===== src/rtl/mas_pkg.sv =====
package mas_pkg;

  typedef enum logic [1:0] {
    ST_IDLE  = 2'd0,
    ST_ISSUE = 2'd1,
    ST_WAIT  = 2'd2
  } seq_state_e;

endpackage


===== src/rtl/mas_decode.sv =====
// Alignment test, lane mask and data steering for one access.
module mas_decode #(
  parameter int ADDR_W = 32,
  parameter int DATA_W = 32,
  localparam int BYTES = DATA_W / 8,
  localparam int OFF_W = $clog2(BYTES),
  localparam int SZ_W  = $clog2(OFF_W + 1)
) (
  input  logic [ADDR_W-1:0] addr,
  input  logic [SZ_W-1:0]   size,
  input  logic [DATA_W-1:0] wdata,
  output logic              misaligned,
  output logic              crosses,
  output logic [BYTES-1:0]  be_lo,
  output logic [BYTES-1:0]  be_hi,
  output logic [DATA_W-1:0] wd_lo,
  output logic [DATA_W-1:0] wd_hi,
  output logic [ADDR_W-1:0] addr_lo,
  output logic [ADDR_W-1:0] addr_hi
);

  logic [OFF_W-1:0]    off;
  logic [SZ_W-1:0]     sz_eff;
  logic [OFF_W:0]      nbytes;
  logic [OFF_W-1:0]    align_mask;
  logic [2*BYTES-1:0]  lane_base;
  logic [2*BYTES-1:0]  lane_wide;
  logic [2*DATA_W-1:0] data_wide;

  always_comb begin
    off = addr[OFF_W-1:0];
    if (size > SZ_W'(OFF_W)) sz_eff = SZ_W'(OFF_W);
    else                     sz_eff = size;
    nbytes     = (OFF_W+1)'(1) << sz_eff;
    align_mask = OFF_W'(nbytes - (OFF_W+1)'(1));
    lane_base  = ((2*BYTES)'(1) << nbytes) - (2*BYTES)'(1);
    lane_wide  = lane_base << off;
    data_wide  = {{DATA_W{1'b0}}, wdata} << {off, 3'b000};
  end

  assign misaligned = |(off & align_mask);
  assign crosses    = |lane_wide[2*BYTES-1:BYTES];
  assign be_lo      = lane_wide[BYTES-1:0];
  assign be_hi      = lane_wide[2*BYTES-1:BYTES];
  assign wd_lo      = data_wide[DATA_W-1:0];
  assign wd_hi      = data_wide[2*DATA_W-1:DATA_W];
  assign addr_lo    = {addr[ADDR_W-1:OFF_W], {OFF_W{1'b0}}};
  assign addr_hi    = addr_lo + ADDR_W'(BYTES);

endmodule


===== src/rtl/mas_merge.sv =====
// Joins the two returned words, aligns the addressed bytes to lane 0
// and clears the lanes above the access size.
module mas_merge #(
  parameter int DATA_W = 32,
  localparam int BYTES = DATA_W / 8,
  localparam int OFF_W = $clog2(BYTES),
  localparam int SZ_W  = $clog2(OFF_W + 1)
) (
  input  logic [DATA_W-1:0] lo_word,
  input  logic [DATA_W-1:0] hi_word,
  input  logic [OFF_W-1:0]  off,
  input  logic [SZ_W-1:0]   size,
  output logic [DATA_W-1:0] data
);

  logic [2*DATA_W-1:0] joined;
  logic [SZ_W-1:0]     sz_eff;
  logic [OFF_W:0]      nbytes;

  always_comb begin
    joined = {hi_word, lo_word} >> {off, 3'b000};
    if (size > SZ_W'(OFF_W)) sz_eff = SZ_W'(OFF_W);
    else                     sz_eff = size;
    nbytes = (OFF_W+1)'(1) << sz_eff;
  end

  for (genvar g = 0; g < BYTES; g++) begin : g_lane
    assign data[8*g +: 8] = ((OFF_W+1)'(g) < nbytes) ? joined[8*g +: 8] : 8'h00;
  end

endmodule


===== src/rtl/misalign_splitter.sv =====
module misalign_splitter #(
  parameter int ADDR_W = 32,
  parameter int DATA_W = 32,
  localparam int BYTES = DATA_W / 8,
  localparam int OFF_W = $clog2(BYTES),
  localparam int SZ_W  = $clog2(OFF_W + 1)
) (
  input  logic              clk,
  input  logic              rst,
  input  logic              cfg_split,
  input  logic              req_valid,
  output logic              req_ready,
  input  logic              req_write,
  input  logic [SZ_W-1:0]   req_size,
  input  logic [ADDR_W-1:0] req_addr,
  input  logic [DATA_W-1:0] req_wdata,
  output logic              rsp_valid,
  output logic [DATA_W-1:0] rsp_rdata,
  output logic              trap_valid,
  output logic [ADDR_W-1:0] trap_addr,
  output logic              mem_valid,
  input  logic              mem_ready,
  output logic              mem_we,
  output logic [ADDR_W-1:0] mem_addr,
  output logic [BYTES-1:0]  mem_be,
  output logic [DATA_W-1:0] mem_wdata,
  input  logic              mem_rvalid,
  input  logic [DATA_W-1:0] mem_rdata
);

  import mas_pkg::*;

  seq_state_e state_q;

  // decoded view of the incoming request
  logic              dec_mis;
  logic              dec_cross;
  logic [BYTES-1:0]  dec_be_lo;
  logic [BYTES-1:0]  dec_be_hi;
  logic [DATA_W-1:0] dec_wd_lo;
  logic [DATA_W-1:0] dec_wd_hi;
  logic [ADDR_W-1:0] dec_addr_lo;
  logic [ADDR_W-1:0] dec_addr_hi;

  // beat currently offered to memory
  logic              mem_valid_q;
  logic              mem_we_q;
  logic [ADDR_W-1:0] mem_addr_q;
  logic [BYTES-1:0]  mem_be_q;
  logic [DATA_W-1:0] mem_wdata_q;

  // parked upper beat of a split access
  logic [ADDR_W-1:0] hi_addr_q;
  logic [BYTES-1:0]  hi_be_q;
  logic [DATA_W-1:0] hi_wd_q;

  // access bookkeeping for the merge
  logic              split_q;
  logic              second_q;
  logic              rcv_q;
  logic [OFF_W-1:0]  off_q;
  logic [SZ_W-1:0]   size_q;
  logic [DATA_W-1:0] lo_word_q;

  logic              rsp_valid_q;
  logic [DATA_W-1:0] rsp_rdata_q;
  logic              trap_valid_q;
  logic [ADDR_W-1:0] trap_addr_q;

  logic              accept;
  logic              do_trap;
  logic              start;
  logic              mem_fire;
  logic              last_rsp;
  logic [DATA_W-1:0] merge_lo;
  logic [DATA_W-1:0] merged;

  mas_decode #(.ADDR_W(ADDR_W), .DATA_W(DATA_W)) u_decode (
    .addr       (req_addr),
    .size       (req_size),
    .wdata      (req_wdata),
    .misaligned (dec_mis),
    .crosses    (dec_cross),
    .be_lo      (dec_be_lo),
    .be_hi      (dec_be_hi),
    .wd_lo      (dec_wd_lo),
    .wd_hi      (dec_wd_hi),
    .addr_lo    (dec_addr_lo),
    .addr_hi    (dec_addr_hi)
  );

  assign merge_lo = split_q ? lo_word_q : mem_rdata;

  mas_merge #(.DATA_W(DATA_W)) u_merge (
    .lo_word (merge_lo),
    .hi_word (mem_rdata),
    .off     (off_q),
    .size    (size_q),
    .data    (merged)
  );

  assign accept   = (state_q == ST_IDLE) && req_valid;
  assign do_trap  = accept && dec_mis && !cfg_split;
  assign start    = accept && !do_trap;
  assign mem_fire = mem_valid_q && mem_ready;
  assign last_rsp = mem_rvalid && (!split_q || rcv_q);

  always_ff @(posedge clk) begin
    if (rst) begin
      state_q      <= ST_IDLE;
      mem_valid_q  <= 1'b0;
      mem_we_q     <= 1'b0;
      mem_addr_q   <= '0;
      mem_be_q     <= '0;
      mem_wdata_q  <= '0;
      hi_addr_q    <= '0;
      hi_be_q      <= '0;
      hi_wd_q      <= '0;
      split_q      <= 1'b0;
      second_q     <= 1'b0;
      rcv_q        <= 1'b0;
      off_q        <= '0;
      size_q       <= '0;
      lo_word_q    <= '0;
      rsp_valid_q  <= 1'b0;
      rsp_rdata_q  <= '0;
      trap_valid_q <= 1'b0;
      trap_addr_q  <= '0;
    end else begin
      trap_valid_q <= do_trap;
      if (do_trap) trap_addr_q <= req_addr;
      rsp_valid_q <= 1'b0;

      case (state_q)
        ST_IDLE: begin
          if (start) begin
            mem_valid_q <= 1'b1;
            mem_we_q    <= req_write;
            mem_addr_q  <= dec_addr_lo;
            mem_be_q    <= dec_be_lo;
            mem_wdata_q <= dec_wd_lo;
            hi_addr_q   <= dec_addr_hi;
            hi_be_q     <= dec_be_hi;
            hi_wd_q     <= dec_wd_hi;
            split_q     <= dec_cross;
            second_q    <= 1'b0;
            rcv_q       <= 1'b0;
            off_q       <= req_addr[OFF_W-1:0];
            size_q      <= req_size;
            state_q     <= ST_ISSUE;
          end
        end
        ST_ISSUE: begin
          if (mem_fire) begin
            if (split_q && !second_q) begin
              mem_addr_q  <= hi_addr_q;
              mem_be_q    <= hi_be_q;
              mem_wdata_q <= hi_wd_q;
              second_q    <= 1'b1;
            end else begin
              mem_valid_q <= 1'b0;
              state_q     <= ST_WAIT;
            end
          end
        end
        default: ;
      endcase

      if (mem_rvalid && (state_q != ST_IDLE)) begin
        if (last_rsp) begin
          rsp_valid_q <= 1'b1;
          rsp_rdata_q <= mem_we_q ? '0 : merged;
          state_q     <= ST_IDLE;
        end else begin
          lo_word_q <= mem_rdata;
          rcv_q     <= 1'b1;
        end
      end
    end
  end

  assign req_ready  = (state_q == ST_IDLE);
  assign rsp_valid  = rsp_valid_q;
  assign rsp_rdata  = rsp_rdata_q;
  assign trap_valid = trap_valid_q;
  assign trap_addr  = trap_addr_q;
  assign mem_valid  = mem_valid_q;
  assign mem_we     = mem_we_q;
  assign mem_addr   = mem_addr_q;
  assign mem_be     = mem_be_q;
  assign mem_wdata  = mem_wdata_q;

endmodule


===== config.mk =====
export PLATFORM = sky130hd
export DESIGN_NAME = misalign_splitter
export DESIGN_NICKNAME = d
export VERILOG_FILES = /design/src/rtl/mas_pkg.sv /design/src/rtl/mas_decode.sv /design/src/rtl/mas_merge.sv /design/src/rtl/misalign_splitter.sv
export SDC_FILE = /design/constraint.sdc
export NUM_CORES = 1
export LEC_CHECK = 0
export ABC_AREA = 1
export BUFFER_PORTS_ARGS = -buffer_cell sky130_fd_sc_hd__buf_2
export CAP_MARGIN = 15
export CORE_MARGIN = 10
export CORE_UTILIZATION = 50
export CTS_BUF_LIST = sky130_fd_sc_hd__clkbuf_4 sky130_fd_sc_hd__clkbuf_8
export CTS_CLUSTER_SIZE = 30
export DETAILED_ROUTE_END_ITERATION = 8
export PLACE_DENSITY = 0.8
export SYNTH_ARGS = -nofsm -noshare
export SYNTH_HDL_FRONTEND = slang
export SYNTH_SLANG_ARGS = --single-unit

===== constraint.sdc =====
create_clock -name clk -period 2.29 [get_ports clk]
set_input_delay 0.229 -clock clk [delete_from_list [all_inputs] [get_ports clk]]
set_output_delay 0.229 -clock clk [all_outputs]
set_load 0.1 [all_outputs]

Word level (Yosys, flattened, before mapping)
Cells that the tools add are included.
{ "word_totals": {"register_bits": 245, "input_bits": 105, "out_inout_bits": 137, "wordCells": 105} }
{ "classes": {"n_addsub": 3, "order_cmp": 6, "eq_ne": 5, "shift": 6, "mux": 39, "bitwise_logic": 3, "n_reduce_logical": 24} }
{ "ops": {"columns": ["op", "n"], "rows": [
  ["two-way mux 32 bit", 8],
  ["one-hot mux 32 bit (2 select lines)", 2],
  ["<< shifter 32 x 5 -> 64 bit", 1],
  [">> shifter 64 x 5 -> 32 bit", 1],
  ["adder 32 x 3 -> 32 bit (second input constant)", 1],
  ["two-way mux 8 bit", 4],
  ["two-way mux 2 bit", 7],
  ["two-way mux 4 bit", 3],
  ["two-way mux 1 bit", 11],
  ["logical AND 1 bit", 8],
  ["one-hot mux 4 bit (2 select lines)", 1],
  ["AND reduction 4 bit", 2],
  ["<< shifter 1 x 3 -> 8 bit (first input constant)", 1],
  ["<< shifter 8 x 2 -> 8 bit", 1],
  ["subtractor 8 x 2 -> 8 bit (second input constant)", 1],
  ["< comparator 1 x 3 -> 1 bit (first input constant)", 2],
  ["< comparator 2 x 3 -> 1 bit (first input constant)", 2],
  ["!= test 2 bit (second input constant)", 3],
  ["AND reduction 2 bit", 3],
  ["<< shifter 1 x 2 -> 3 bit (first input constant)", 2],
  ["> comparator 2 bit (second input constant)", 2],
  ["zero test 1 bit", 4],
  ["one-hot mux 1 bit (2 select lines)", 2],
  ["one-hot mux 2 bit (2 select lines)", 1],
  ["10 further kinds", 13]
]} }

Logic depth before layout (Yosys ltp)
Gate-level depths: netlist of run 1.
{ "depth": {"depth_word": 14, "ltp_mapped": 11, "ltp_nobuf": 10} }

Cells and area by module
A second synthesis of run 1 with hierarchy kept.
{ "hier_totals": {"cells_unflattened": 2304, "hier_area_um2": 13741.9} }
{ "modules_own_cells": {"columns": ["module", "instances", "cells_per_inst", "area_each_um2", "seq_area_each_um2"], "rows": [
  ["misalign_splitter", 1, 1618, 10565.1, 4904.7],
  ["mas_decode", 1, 417, 2004.4, 0.0],
  ["mas_merge", 1, 269, 1172.4, 0.0]
]} }

Least setup slack after synthesis of run 1
No wires, ideal clock.
{ "synth_path": {"kind": "flip-flop to flip-flop", "from": "reg mem_valid_q (netlist: mem_valid)", "to": "reg mem_be_q[0] (netlist: mem_be[0])", "setup_ns": 0.111, "arrival_ns": 1.853, "required_time_ns": 2.179, "setup_slack_ns": 0.325, "stages_incl_launch_ff": 9, "path_buffers": 2, "period_less_slack_ns": 1.965, "cell_sequence": "dfxtp_1 nand2_1 inv_1 nand4_2 and2_4 buf_8 buf_8 nor2_2 nor2_2"} }
{ "synth_between": {"elab_chain_len": 3} }
{ "synth_lines": {"columns": ["item", "line", "source"], "rows": [
  ["start, declared", "misalign_splitter.sv:46", "logic mem_valid_q;"],
  ["start signal, assigned", "misalign_splitter.sv:111", "mem_valid_q <= 1'b0;"],
  ["start signal, assigned", "misalign_splitter.sv:137", "mem_valid_q <= 1'b1;"],
  ["start signal, assigned", "misalign_splitter.sv:161", "mem_valid_q <= 1'b0;"],
  ["logical AND 1 bit", "misalign_splitter.sv:105", "assign mem_fire = mem_valid_q && mem_ready;"],
  ["!= test 2 bit (no source line)", null, null],
  ["AND reduction 4 bit (no source line)", null, null],
  ["end signal, assigned", "misalign_splitter.sv:140", "mem_be_q <= dec_be_lo;"],
  ["end signal, assigned", "misalign_splitter.sv:157", "mem_be_q <= hi_be_q;"],
  ["end, declared", "misalign_splitter.sv:49", "logic [BYTES-1:0] mem_be_q;"]
]} }
No other way between the ends.
A chain may end at the register's enable or synchronous reset.

Final worst setup path of run 1
{ "layout_path": {"from": "reg state_q[1]", "to": "reg mem_wdata_q[2] (netlist: mem_wdata[2])"} }
{ "layout_between": {"elab_chain_len": 8, "elab_cells_between_ends": 13, "cone_classes": "eq/ne: 4; mux: 1; reduce/logical: 8"} }
{ "layout_lines": {"columns": ["item", "line", "source"], "rows": [
  ["start, declared", "misalign_splitter.sv:33", "seq_state_e state_q;"],
  ["start signal, assigned", "misalign_splitter.sv:110", "state_q <= ST_IDLE;"],
  ["start signal, assigned", "misalign_splitter.sv:150", "state_q <= ST_ISSUE;"],
  ["start signal, assigned", "misalign_splitter.sv:162", "state_q <= ST_WAIT;"],
  ["zero test 2 bit", "misalign_splitter.sv:102, misalign_splitter.sv:134", null],
  ["logical AND 1 bit", "misalign_splitter.sv:102", "assign accept = (state_q == ST_IDLE) && req_valid;"],
  ["logical AND 1 bit (2 in series)", "misalign_splitter.sv:103", "assign do_trap = accept && dec_mis && !cfg_split;"],
  ["zero test 1 bit", "misalign_splitter.sv:104", "assign start = accept && !do_trap;"],
  ["logical AND 1 bit", "misalign_splitter.sv:104", null],
  ["!= test 2 x 1 -> 1 bit (no source line)", null, null],
  ["AND reduction 4 bit (no source line)", null, null],
  ["end signal, assigned", "misalign_splitter.sv:141", "mem_wdata_q <= dec_wd_lo;"],
  ["end signal, assigned", "misalign_splitter.sv:158", "mem_wdata_q <= hi_wd_q;"],
  ["end, declared", "misalign_splitter.sv:50", "logic [DATA_W-1:0] mem_wdata_q;"]
]} }
Several ways; a longest one is shown, not always the timed one.

==> summary.txt, run 1 <==
Global route
  • Largest net degree at the start of global routing: 97
  • Vias in the first global route: 11900
  • First-pass GRT wire length: 62100 um
  • Initial antenna violation count: 3
  • Grt ovf: 0
  • GRT Util Overall: 24.6%

Power and ir drop
  • Sequential share of power: 38.1%
  • VDD IR-drop max: 589 uV
  • Net Sw Frac: 38.0%
  • Int Pwr: 7.29 mW
  • Leak: 7.05 nW
  • Clock power share: 32.4%
  • Net switching power: 4.46 mW
  • Combinational power share: 29.5%
  • PwrDens: 821 nW/um^2

STA
  • Fmax: 532 MHz
  • Crit path time final: 1.88 ns
  • # setup viols final: 0
  • Slew Viols, Final: 0
  • Final period utilization: 82.0%
  • RSZ-0062 raised after global routing: no
  • Clock skew: 0.0184 ns
  • Final Hold Viols: 0
  • Tightest Pin Transition: 0.752 ns
  • Max_slew headroom: 49.8%
  • Final TNS setup: 0 ns
  • Post-route worst setup slack: 0.411 ns

Clock tree
  • Num CTS Buffers: 40
  • CTS H-Tree Depth: 2
  • CTS tree: yes
  • Clock root buffer master: clkbuf_8
  • Worst-path clk slew: 0.06 ns
  • CTS sink cnt: 233
  • CTS Buffer Depth: 3
  • Clock latency on the worst-skew pair: 0.55 ns
  • Post-CTS Setup Bufs: 0

Synth
  • Sequential area share after synthesis: 39.6%
  • Yosys cell types: 35
  • Async SR Flop Fraction: 0%
  • Main synth FF type: dfxtp_1
  • Area leader, netlist: dfxtp_1
  • Avg Inst Size Synth: 6.64 um^2
  • Top-count cell post-synth: nand2_1
  • YS warnings: 0
  • Top post-synthesis cells by count: nand2_1 (528), dfxtp_1 (233), o21ai_0 (184)
  • Number of synthesized flops with an enable pin: 0
  • Top cells by area, synth: dfxtp_1 (40%), nand2_1 (17%), o21ai_0 (7.8%), nor2_1 (5.4%), inv_1 (4.6%)
  • Post-synth top area share: 39.6%
  • Yosys reg bits: 233
  • Synth Instances: 1775
  • Mapped cell area: 11800 um^2

Worst setup path
  • Crit path max-delay family: simple AND/OR/NAND/NOR gates
  • Critical path capture point: mem_wdata[2]
  • Worst Setup SP: state_q[1]
  • CP Depth: 8
  • Worst-path fanout max: 15
  • R2r startpoint: state_q[1]
  • Depth of the most critical reg-to-reg path: 8
  • Startpoint types: flop
  • R2R Path End: mem_wdata[2]
  • Crit path buffers/inverters: 2
  • CP peak stage delay: 0.41 ns
  • CP Class: flop to flop
  • Critical Path RT: 2.76 ns
  • Worst EP arrival: 2.35 ns
  • Crit end category: flop
  • Crit-path cells: inv_2 > nand2_2 > nand2_1 > inv_1 > nand2_1 > o22ai_1 > nor2_2 > nor2_1
  • Slowest CP cell: dfxtp_1
  • Most Frequent Cell on Critical Path: nand2_1
  • Reg2reg setup slack: 0.41 ns

Place
  • Post-DP HPWL: 27600 um
  • Pre-CTS setup slack: 0.444 ns
  • Placer congestion estimate: 0.947
  • Number of port buffers: 239

Job
  • # Max-Cap Violations: 0

Drt
  • Via density: 5.25
  • Vias: 12400
  • Detail Route Antenna Nets: 0
  • Aggregate routed wire length: 38700 um
  • Drt initial violations: 1399
  • 1st-pass router iterations: 6
  • Number of remaining DRC errors: 0
  • WL/cell: 16.4 um

Die
  • Starting density of the core: 50.5%
  • Die area: 30100 um^2
  • Core area: 23300 um^2
  • Row count: 56
  • Die width: 174 um
  • Boundary Pins: 242
  • Chip Height: 174 um

Layout
  • Fill cells: 2160
  • Final net count: 2119
  • Final core occ: 61.4%
  • Storage cell area: 4660 um^2
  • Multi-input logic area: 6010 um^2
  • Fraction of layout cells with a size suffix above 1: 21.1%
  • Area grow syn2layout: 21.6%

Run status
  • Status: completed

Hold path
  • Worst hold path class: input port to flop
[how the worst min path moves through the flow]
stage,from,to,slack [ns],depth (start not counted)
5_1_grt,req_addr[11],trap_addr[11],0.006,3
3_5_place_dp,hi_be_q[3],hi_be_q[3],0.42,2
4_1_cts,req_addr[11],trap_addr[11],0.001,3
6_report,req_wdata[27],hi_wd_q[19],0.02,5
2_1_floorplan,req_addr[2],hi_addr_q[2],0.34,1
3_3_place_gp,hi_be_q[3],hi_be_q[3],0.42,2
[metal layers]
layer  vias up  routed length, um  global-route usage [%]
li1       6151                  -                       -
met1      5651              16500                    31.1
met4         2                905                    7.65
met2       527              17700                    40.0
met5         -                 12                       0
met3        57               3580                    6.27
[cell usage in the layout (no fill, tap or decap), types with 2 or more instances in the layout]
cell	Yosys	routed
a21oi_1	95	95
buf_12	1	8
buf_2	35	239
buf_4	9	23
clkbuf_4	0	14
clkbuf_8	0	49
clkinv_2	0	3
clkinvlp_4	0	2
conb_1	1	2
dfxtp_1	233	233
diode_2	0	2
dlygate4sd3_1	0	33
inv_1	144	144
inv_2	8	7
nand2_1	528	528
nand2_2	6	5
nand3_1	73	73
nand3b_1	68	68
nand4_1	2	2
nor2_1	169	169
nor2_2	65	65
nor2_4	2	2
o211ai_1	23	23
o21ai_0	184	184
o21ai_1	14	14
o22ai_1	29	29
or2_2	6	6
xnor2_1	2	2
xor2_1	6	6
[tightest hold or removal path: cells and delay by family]
family        cells  cell delay, ns
buf+inv           2            0.15
simple gates      3            0.14
[final cells by class]
class / instances / share of cell area [%]
antenna: 2 / 0.0349
timing repair buffer: 303 / 13.0
sequential: 233 / 32.6
tap: 319 / 2.79
clock buffer: 63 / 5.44
inverter: 153 / 4.03
clock inverter: 5 / 0.210
multi-input combinational: 1282 / 42.0
[state kept, by name, summed over array words and instances (netlist names)]
name and cells:
hi_addr_q 30, hi_be_q 4, hi_wd_q 24, lo_word_q 32, mem_addr 30, mem_be 4, mem_valid 1, mem_wdata 32
mem_we 1, off_q 2, rcv_q 1, rsp_rdata 32, rsp_valid 1, second_q 1, size_q 2, split_q 1
state_q 2, trap_addr 32, trap_valid 1
[metrics by stage]
stage,total power [mW],std cells,instance area (um^2),hold slack (ns)
5_1_grt,12.3,2359,14300,0.00604
2_1_floorplan,7.23,1776,11800,0.337
3_3_place_gp,7.91,2257,13200,0.417
6_report,11.8,2360,14300,0.0231
4_1_cts,11.8,2358,14300,0.000957
3_5_place_dp,7.95,2257,13200,0.418
[power groups by stage]
stage	Clock [mW]	Sequential [mW]	Combinational, mW
after floorplan	0	5.83	1.40
after global placement	0	4.55	3.36
after detailed placement	0	4.56	3.39
after CTS	3.87	4.48	3.45
after global routing	4.06	4.50	3.73
final	3.81	4.48	3.47
[repair_timing]
item / CTS / global route
endpoints found under the hold margin: 33 / 0
gates resized for setup: 0 / 0
hold buffers: 33 / 0
[kinds of logic after synthesis]
logic type | share of synthesized area [%]
buffers and inverters | 9.56
AND/OR/NAND/NOR | 34.5
flip-flops | 39.6
adder cells (fa/ha/maj) | 0.106
AO/OA/AOI/OAI | 15.6
XOR/XNOR | 0.595
other | 0.0318
No activity file was read; power rests on OpenSTA's default activity.
==> run 2: changes to the inputs <==
- ABC_AREA: 1 -> 0
- PLACE_DENSITY: 0.8 -> 0.84
- clock period: 2.29 -> 1.7 ns (I/O delays scaled with it)
==> run 2 against run 1 <==
The run now ends with design-rule violations, negative setup slack left. Clock power is 41% higher. Setup slack got worse by 0.77 ns. Combinational power increased by 42%. Global-route usage increased by 2.8 points. Count of clock-buffer cells in the layout increased by 1. Synthesized area down 9.8%. Final cell count down 17%. Utilization rose by 12 points. Via count down 0.43%. Sequential share of layout area decreased by 2.1 points. First-iteration DRC count rose by 25%. Critical endpoint is now mem_addr[7]. Largest cell class unchanged.
==> summary.txt, run 2 <==
Worst setup path
  • Critical Path RT: 2.14 ns (-0.62 ns)
  • Crit end category: flop
  • Crit-path cells: or3b_4 > a211oi_4 > or2_4 > buf_12 > buf_4 > nor2_1 > a311oi_1
  • Slowest CP cell: or3b_4
  • CP peak stage delay: 0.44 ns (+0.03 ns)
  • Worst-path fanout max: 4 (-11)
  • Startpoint types: flop
  • Crit path max-delay family: simple AND/OR/NAND/NOR gates
  • Worst EP arrival: 2.49 ns (+0.14 ns)
  • Reg2reg setup slack: -0.35 ns (-0.77 ns)
  • Crit path buffers/inverters: 2 (unchanged)
  • CP Class: flop to flop

Power and ir drop
  • PwrDens: 1070 nW/um^2 (+30%)
  • Post-layout power: 16.3 mW (+39%)
  • Leak: 6.32 nW (-10%)
  • VDD IR-drop max: 704 uV (+19%)
  • Combinational power share: 30.1% (+0.6 points)
  • Net Sw Frac: 36.8% (-1.2 points)
  • Net switching power: 6.01 mW (+35%)
  • Clock power share: 33.0% (+0.6 points)
  • Int Pwr: 10.3 mW (+42%)
  • Sequential share of power: 36.9% (-1.2 points)

Drt
  • Aggregate routed wire length: 45200 um (+17%)
  • Number of remaining DRC errors: 2 (+2)
  • Detail Route Antenna Nets: 0 (unchanged)
  • 1st-pass router iterations: 9 (+3)
  • Vias: 12300 (-0.43%)
  • Via density: 6.33 (+21%)
  • WL/cell: 23.2 um (+41%)
  • Drt initial violations: 1745 (+25%)

Layout
  • Fill cells: 1299 (-40%)
  • Multi-input logic area: 6110 um^2 (+1.7%)
  • Storage cell area: 4680 um^2 (+0.27%)
  • Final core occ: 73.2% (+12 points)
  • Fraction of layout cells with a size suffix above 1: 36.8% (+16 points)
  • Commonest non-fill, non-tap cells in the layout: nand2_1 (267), buf_2 (237), dfxtp_1 (227), nor2_1 (112), a21oi_1 (92)
  • Most common cell after layout, fill and taps aside: nand2_1
  • Finished Layout Cells: 1949 (-17%)
  • Area grow syn2layout: 44.3%
  • Final net count: 1747 (-18%)

Global route
  • Vias in the first global route: 11600 (-2.6%)
  • Largest net degree at the start of global routing: 51 (-47%)
  • Met1 Track Usage GR: 32.1% (+1.0 points)
  • Met2 usage: 44.2% (+4.2 points)
  • Initial antenna violation count: 5 (+2)
  • Routing usage on met3: 8.35% (+2.1 points)
  • Grt ovf: 0 (unchanged)
  • GRT Util Overall: 27.4% (+2.8 points)
  • Gr busiest metal: met2
  • First-pass GRT wire length: 62900 um (+1.3%)

Die
  • Chip Height: 166 um (-4.5%)
  • Row count: 53 (-5.4%)
  • Core area: 21000 um^2 (-10%)
  • Die width: 166 um (-4.5%)
  • Starting density of the core: 50.7% (+0.19 points)
  • Boundary Pins: 242 (unchanged)
  • Die area: 27500 um^2 (-8.7%)

Synth
  • Area leader, netlist: dfxtp_1
  • Main synth FF type: dfxtp_1
  • Async SR Flop Fraction: 0% (unchanged)
  • Sequential area share after synthesis: 43.9% (+4.3 points)
  • Top post-synthesis cells by count: nand2_1 (281), dfxtp_1 (233), nor2_1 (127)
  • Number of synthesized flops with an enable pin: 0 (unchanged)
  • Yosys cell types: 53 (+51%)
  • Mapped cell area: 10600 um^2 (-9.8%)
  • YS warnings: 0 (unchanged)
  • Top cells by area, synth: dfxtp_1 (44%), nand2_1 (9.9%), a21oi_1 (4.9%), mux2i_1 (4.6%), nor2_1 (4.5%)
  • Synth Instances: 1269 (-29%)
  • Top-count cell post-synth: nand2_1
  • Avg Inst Size Synth: 8.37 um^2 (+26%)
  • Yosys reg bits: 233 (unchanged)
  • Post-synth top area share: 43.9% (+4.3 points)

STA
  • Final Hold Viols: 0 (unchanged)
  • Slew Viols, Final: 0 (unchanged)
  • Final period utilization: 121% (+39 points)
  • # setup viols final: 136 (+136)
  • RSZ-0062 raised after global routing: yes
  • Crit path time final: 2.05 ns (+0.175 ns)
  • Post-route worst setup slack: -0.354 ns (-0.765 ns)
  • Tightest Pin Transition: 0.616 ns (-0.137 ns)
  • Fmax: 487 MHz (-8.5%)
  • Max_slew headroom: 59.0% (+9.2 points)
  • Clock skew: 0.0466 ns (+0.0283 ns)

Clock tree
  • CTS tree: yes
  • CTS sink cnt: 233 (unchanged)
  • Num CTS Buffers: 40 (unchanged)
  • Worst-path clk slew: 0.07 ns (about the same)
  • CTS Buffer Depth: 3 (unchanged)
  • CTS H-Tree Depth: 2 (unchanged)
  • Clock latency on the worst-skew pair: 0.56 ns (about the same)
  • Clock root buffer master: clkbuf_8

Hold path
  • Worst hold path class: input port to flop

Run status
  • Failing checks: design-rule violations, negative setup slack
  • Status: complete, but fails checks

Place
  • Dpl cells: 1762 (-22%)
  • Pre-CTS setup slack: -0.152 ns (-0.596 ns)
  • Number of port buffers: 239 (unchanged)
  • Post-DP HPWL: 24900 um (-9.7%)
  • Placer congestion estimate: 0.912 (-3.6%)

Job
  • # Max-Cap Violations: 0 (unchanged)
-- run 2: changes by cell type after synthesis, moves of 28 or more --
cell | before | now
mux2i_1 | 0 | 49
inv_1 | 144 | 3
nand2_1 | 528 | 281
nor2_1 | 169 | 127
o22ai_1 | 29 | 0
a311oi_1 | 0 | 30
nand3_1 | 73 | 18
nand3b_1 | 68 | 1
o21ai_0 | 184 | 58
mux2_2 | 0 | 40
nor2_2 | 65 | 1
a211oi_1 | 0 | 28
-- run 2: worst reg2reg max path: stages, from the launching register on --
cell	delay (ns)
dfxtp_4	0.34
or3b_4	0.44
a211oi_4	0.26
or2_4	0.21
buf_12	0.13
buf_4	0.16
nor2_1	0.08
a311oi_1	0.33
-- run 2: layout make-up --
| class | instances | share of cell area [%] |
|---|---|---|
| Timing Repair Buffer | 429 | 21.7 |
| Clock buffer | 64 | 5.30 |
| Antenna cell | 6 | 0.0979 |
| Clock inverter | 5 | 0.204 |
| Inverter | 3 | 0.0735 |
| Tap cell | 275 | 2.24 |
| Sequential cell | 233 | 30.5 |
| Multi-Input combinational cell | 934 | 39.9 |
-- run 2: per-layer routing --
layer | part of all wire [%] | wire length [um]
met3 | 12 | 5430
met4 | 6.8 | 3080
met5 | 0 | 0
met2 | 46 | 20800
met1 | 35 | 16000
-- run 2: worst paths after layout --
kind                       from            end  cells past startpoint
setup / recovery     state_q[0]    mem_addr[7]                      7
hold reg to reg   rsp_rdata[18]  rsp_rdata[18]                      2
hold / removal     req_addr[18]  trap_addr[18]                      4
setup reg to reg     state_q[0]    mem_addr[7]                      7
-- run 2: cell families (layout without fill, tap and decap cells) --
| logic type | count (synthesis) | in the layout | synth area share, % |
|---|---|---|---|
| compound gates | 296 | 297 | 18.2 |
| xor+xnor | 27 | 27 | 2.23 |
| fa+ha+maj | 1 | 1 | 0.118 |
| buf+inv | 113 | 501 | 4.91 |
| flops | 233 | 233 | 43.9 |
| mux | 97 | 97 | 10.6 |
| other cells | 1 | 8 | 0.0353 |
| simple gates | 501 | 510 | 20.0 |
-- run 2: metrics by stage --
stage	hold slack [ns]	setup TNS (ns)	area, um^2
global route	0.0187	-28.29	15300
global placement	0.388	-5.11	12600
detailed placement	0.393	-10.15	12600
finish	0.0122	-23.53	15300
CTS	0.000793	-4.70	14700
floorplan	0.285	-1.46	10900
-- run 2: repair_timing --
item / in CTS / in global routing
pin swaps: 41 / 54
hold endpoints to repair: 91 / 0
endpoints found under the setup margin: 127 / 197
hold buffers: 66 / 0
resized for setup: 73 / 96
cloned: 11 / 10
setup buffers: 17 / 11
-- run 2: power by group through the flow --
stage | sequential [mW] | combinational [mW] | clock (mW)
3_5_place_dp | 6.10 | 3.95 | 0
3_3_place_gp | 6.09 | 3.88 | 0
6_report | 6.04 | 4.92 | 5.39
5_1_grt | 6.06 | 5.07 | 5.65
2_1_floorplan | 7.55 | 1.50 | 0
4_1_cts | 6.00 | 4.42 | 5.34
==> run 3: changes to the inputs <==
- REMOVE_ABC_BUFFERS: not set -> 1
==> run 3 against run 2 <==
The run ends with negative setup slack left. Power down 1.3%. Cell area down 1.5%. Sequential share of layout area up 0.42 points. Combinational power down 5.3%. Count of clock-buffer cells in the layout down 2.
==> summary.txt, run 3 (synthesized netlist as in run 2, its figures left out) <==
Run status
  • Status: complete, but fails checks
  • Failing checks: negative setup slack

Place
  • Number of port buffers: 239 (unchanged)
  • Post-DP HPWL: 23200 um (-6.8%)
  • Placer congestion estimate: 0.866 (-5.1%)
  • Pre-CTS setup slack: -0.359 ns (-0.207 ns)
  • Placed instance area: 12500 um^2 (-0.83%)

Worst setup path
  • Startpoint types: flop
  • Worst EP arrival: 2.43 ns (-0.06 ns)
  • Reg2reg setup slack: -0.28 ns (+0.07 ns)
  • Critical Path RT: 2.15 ns (about the same)
  • Crit end category: flop
  • CP Class: flop to flop
  • Worst-path fanout max: 7 (+3)

Clock tree
  • CTS Buffer Depth: 3 (unchanged)
  • Clock root buffer master: clkbuf_8
  • Clock latency on the worst-skew pair: 0.56 ns (about the same)
  • CTS H-Tree Depth: 2 (unchanged)
  • Worst-path clk slew: 0.06 ns (about the same)
  • CTS tree: yes
  • Num CTS Buffers: 40 (unchanged)
  • CTS sink cnt: 233 (unchanged)

Global route
  • Grt ovf: 0 (unchanged)
  • First-pass GRT wire length: 59900 um (-4.9%)
  • GRT Util Overall: 25.7% (-1.6 points)
  • Initial antenna violation count: 1 (-4)
  • Vias in the first global route: 11200 (-3.4%)
  • Largest net degree at the start of global routing: 81 (+59%)

Drt
  • Number of remaining DRC errors: 0 (-2)
  • 1st-pass router iterations: 6 (-3)
  • Via density: 6.03 (-4.7%)
  • Aggregate routed wire length: 40600 um (-10%)
  • WL/cell: 20.8 um (-10%)
  • Detail Route Antenna Nets: 0 (unchanged)
  • Drt initial violations: 1284 (-26%)
  • Vias: 11800 (-4.7%)

STA
  • Final Hold Viols: 0 (unchanged)
  • RSZ-0062 raised after global routing: yes
  • Final TNS setup: -20.44 ns (+3.10 ns)
  • Slew Viols, Final: 0 (unchanged)
  • Fmax: 505 MHz (+3.7%)
  • Tightest Pin Transition: 0.904 ns (+0.288 ns)
  • WHS: 0.0160 ns (+0.00377 ns)
  • Clock skew: 0.0327 ns (-0.0139 ns)
  • Crit path time final: 1.98 ns (-0.0740 ns)
  • # setup viols final: 132 (-2.9%)
  • Max_slew headroom: 39.7% (-19 points)
  • Final period utilization: 116% (-4.4 points)
  • Post-route worst setup slack: -0.280 ns (+0.0740 ns)

Die
  • Die area: 27500 um^2 (unchanged)
  • Die width: 166 um (unchanged)
  • Core area: 21000 um^2 (unchanged)
  • Starting density of the core: 50.7% (unchanged)
  • Chip Height: 166 um (unchanged)
  • Boundary Pins: 242 (unchanged)
  • Row count: 53 (unchanged)

Layout
  • Finished Cell Area: 15100 um^2 (-1.5%)
  • Most common cell after layout, fill and taps aside: nand2_1
  • Fraction of layout cells with a size suffix above 1: 35.0% (-1.8 points)
  • Area grow syn2layout: 42.1%
  • Final core occ: 72.0% (-1.1 points)
  • Commonest non-fill, non-tap cells in the layout: nand2_1 (278), buf_2 (237), dfxtp_1 (229), nor2_1 (111), a21oi_1 (92)
  • Final net count: 1750 (+0.17%)

Power and ir drop
  • PwrDens: 1070 nW/um^2 (+0.20%)
  • VDD IR-drop max: 1210 uV (+72%)
  • Leak: 6.23 nW (-1.4%)

Job
  • # Max-Cap Violations: 0 (unchanged)

Hold path
  • Worst hold path class: input port to flop
## run 3: report_power, final
group / switching, mW / internal, mW / total (mW) / leakage, nW
clock: 2.37 / 3.07 / 5.44 / 0.457
combinational: 3.22 / 1.44 / 4.66 / 3.87
sequential: 0.216 / 5.80 / 6.02 / 1.90
## run 3: worst paths after layout
check / from / to / cells after the start
setup / recovery: state_q[0] / mem_addr[10] / 8
setup reg to reg: state_q[0] / mem_addr[10] / 8
hold / removal: req_wdata[5] / mem_wdata[5] / 3
hold reg to reg: trap_addr[14] / trap_addr[14] / 2
## run 3: critical path: stages (launching register included)
cell and delay (ns):
dfxtp_2 0.32, or3b_4 0.42, a211oi_4 0.22, buf_6 0.15, or2_4 0.16, buf_12 0.15, buf_12 0.13, nor2_1 0.06
a311oi_2 0.28
## run 3: cell type report
cell class | instances | area, um^2
fill | 1394 | 5860
clock inverter | 9 | 76.3
clock buffer | 62 | 778
multi-input combinational | 935 | 5970
sequential | 233 | 4670
antenna | 1 | 2.50
tap | 275 | 344
timing repair buffer | 431 | 3240
inverter | 3 | 11.3
## run 3: per-stage QoR
| step | instances | total power, mW |
|---|---|---|
| after floorplan | 1160 | 8.80 |
| after global placement | 1767 | 9.89 |
| after detailed placement | 1767 | 9.96 |
| after CTS | 1936 | 15.8 |
| after global routing | 1949 | 16.6 |
| final | 1949 | 16.1 |
## run 3: metal layers
metal  up-vias  wire (um)  track usage, %  share of wire (%)
met5         -          0               0                  0
met4         0       1890            10.3                4.6
met3       178       4430            7.48                 11
met2       809      19400            43.1                 48
met1      5536      14900            30.2                 37
li1       5233          -               -                  -
## run 3: repair_timing
action,CTS,global route
setup endpoints to repair,206,203
setup buffers,16,7
endpoints found under the hold margin,100,2
gates resized for setup,55,82
hold buffers,68,2
gates cloned,14,6
pin swaps,69,44
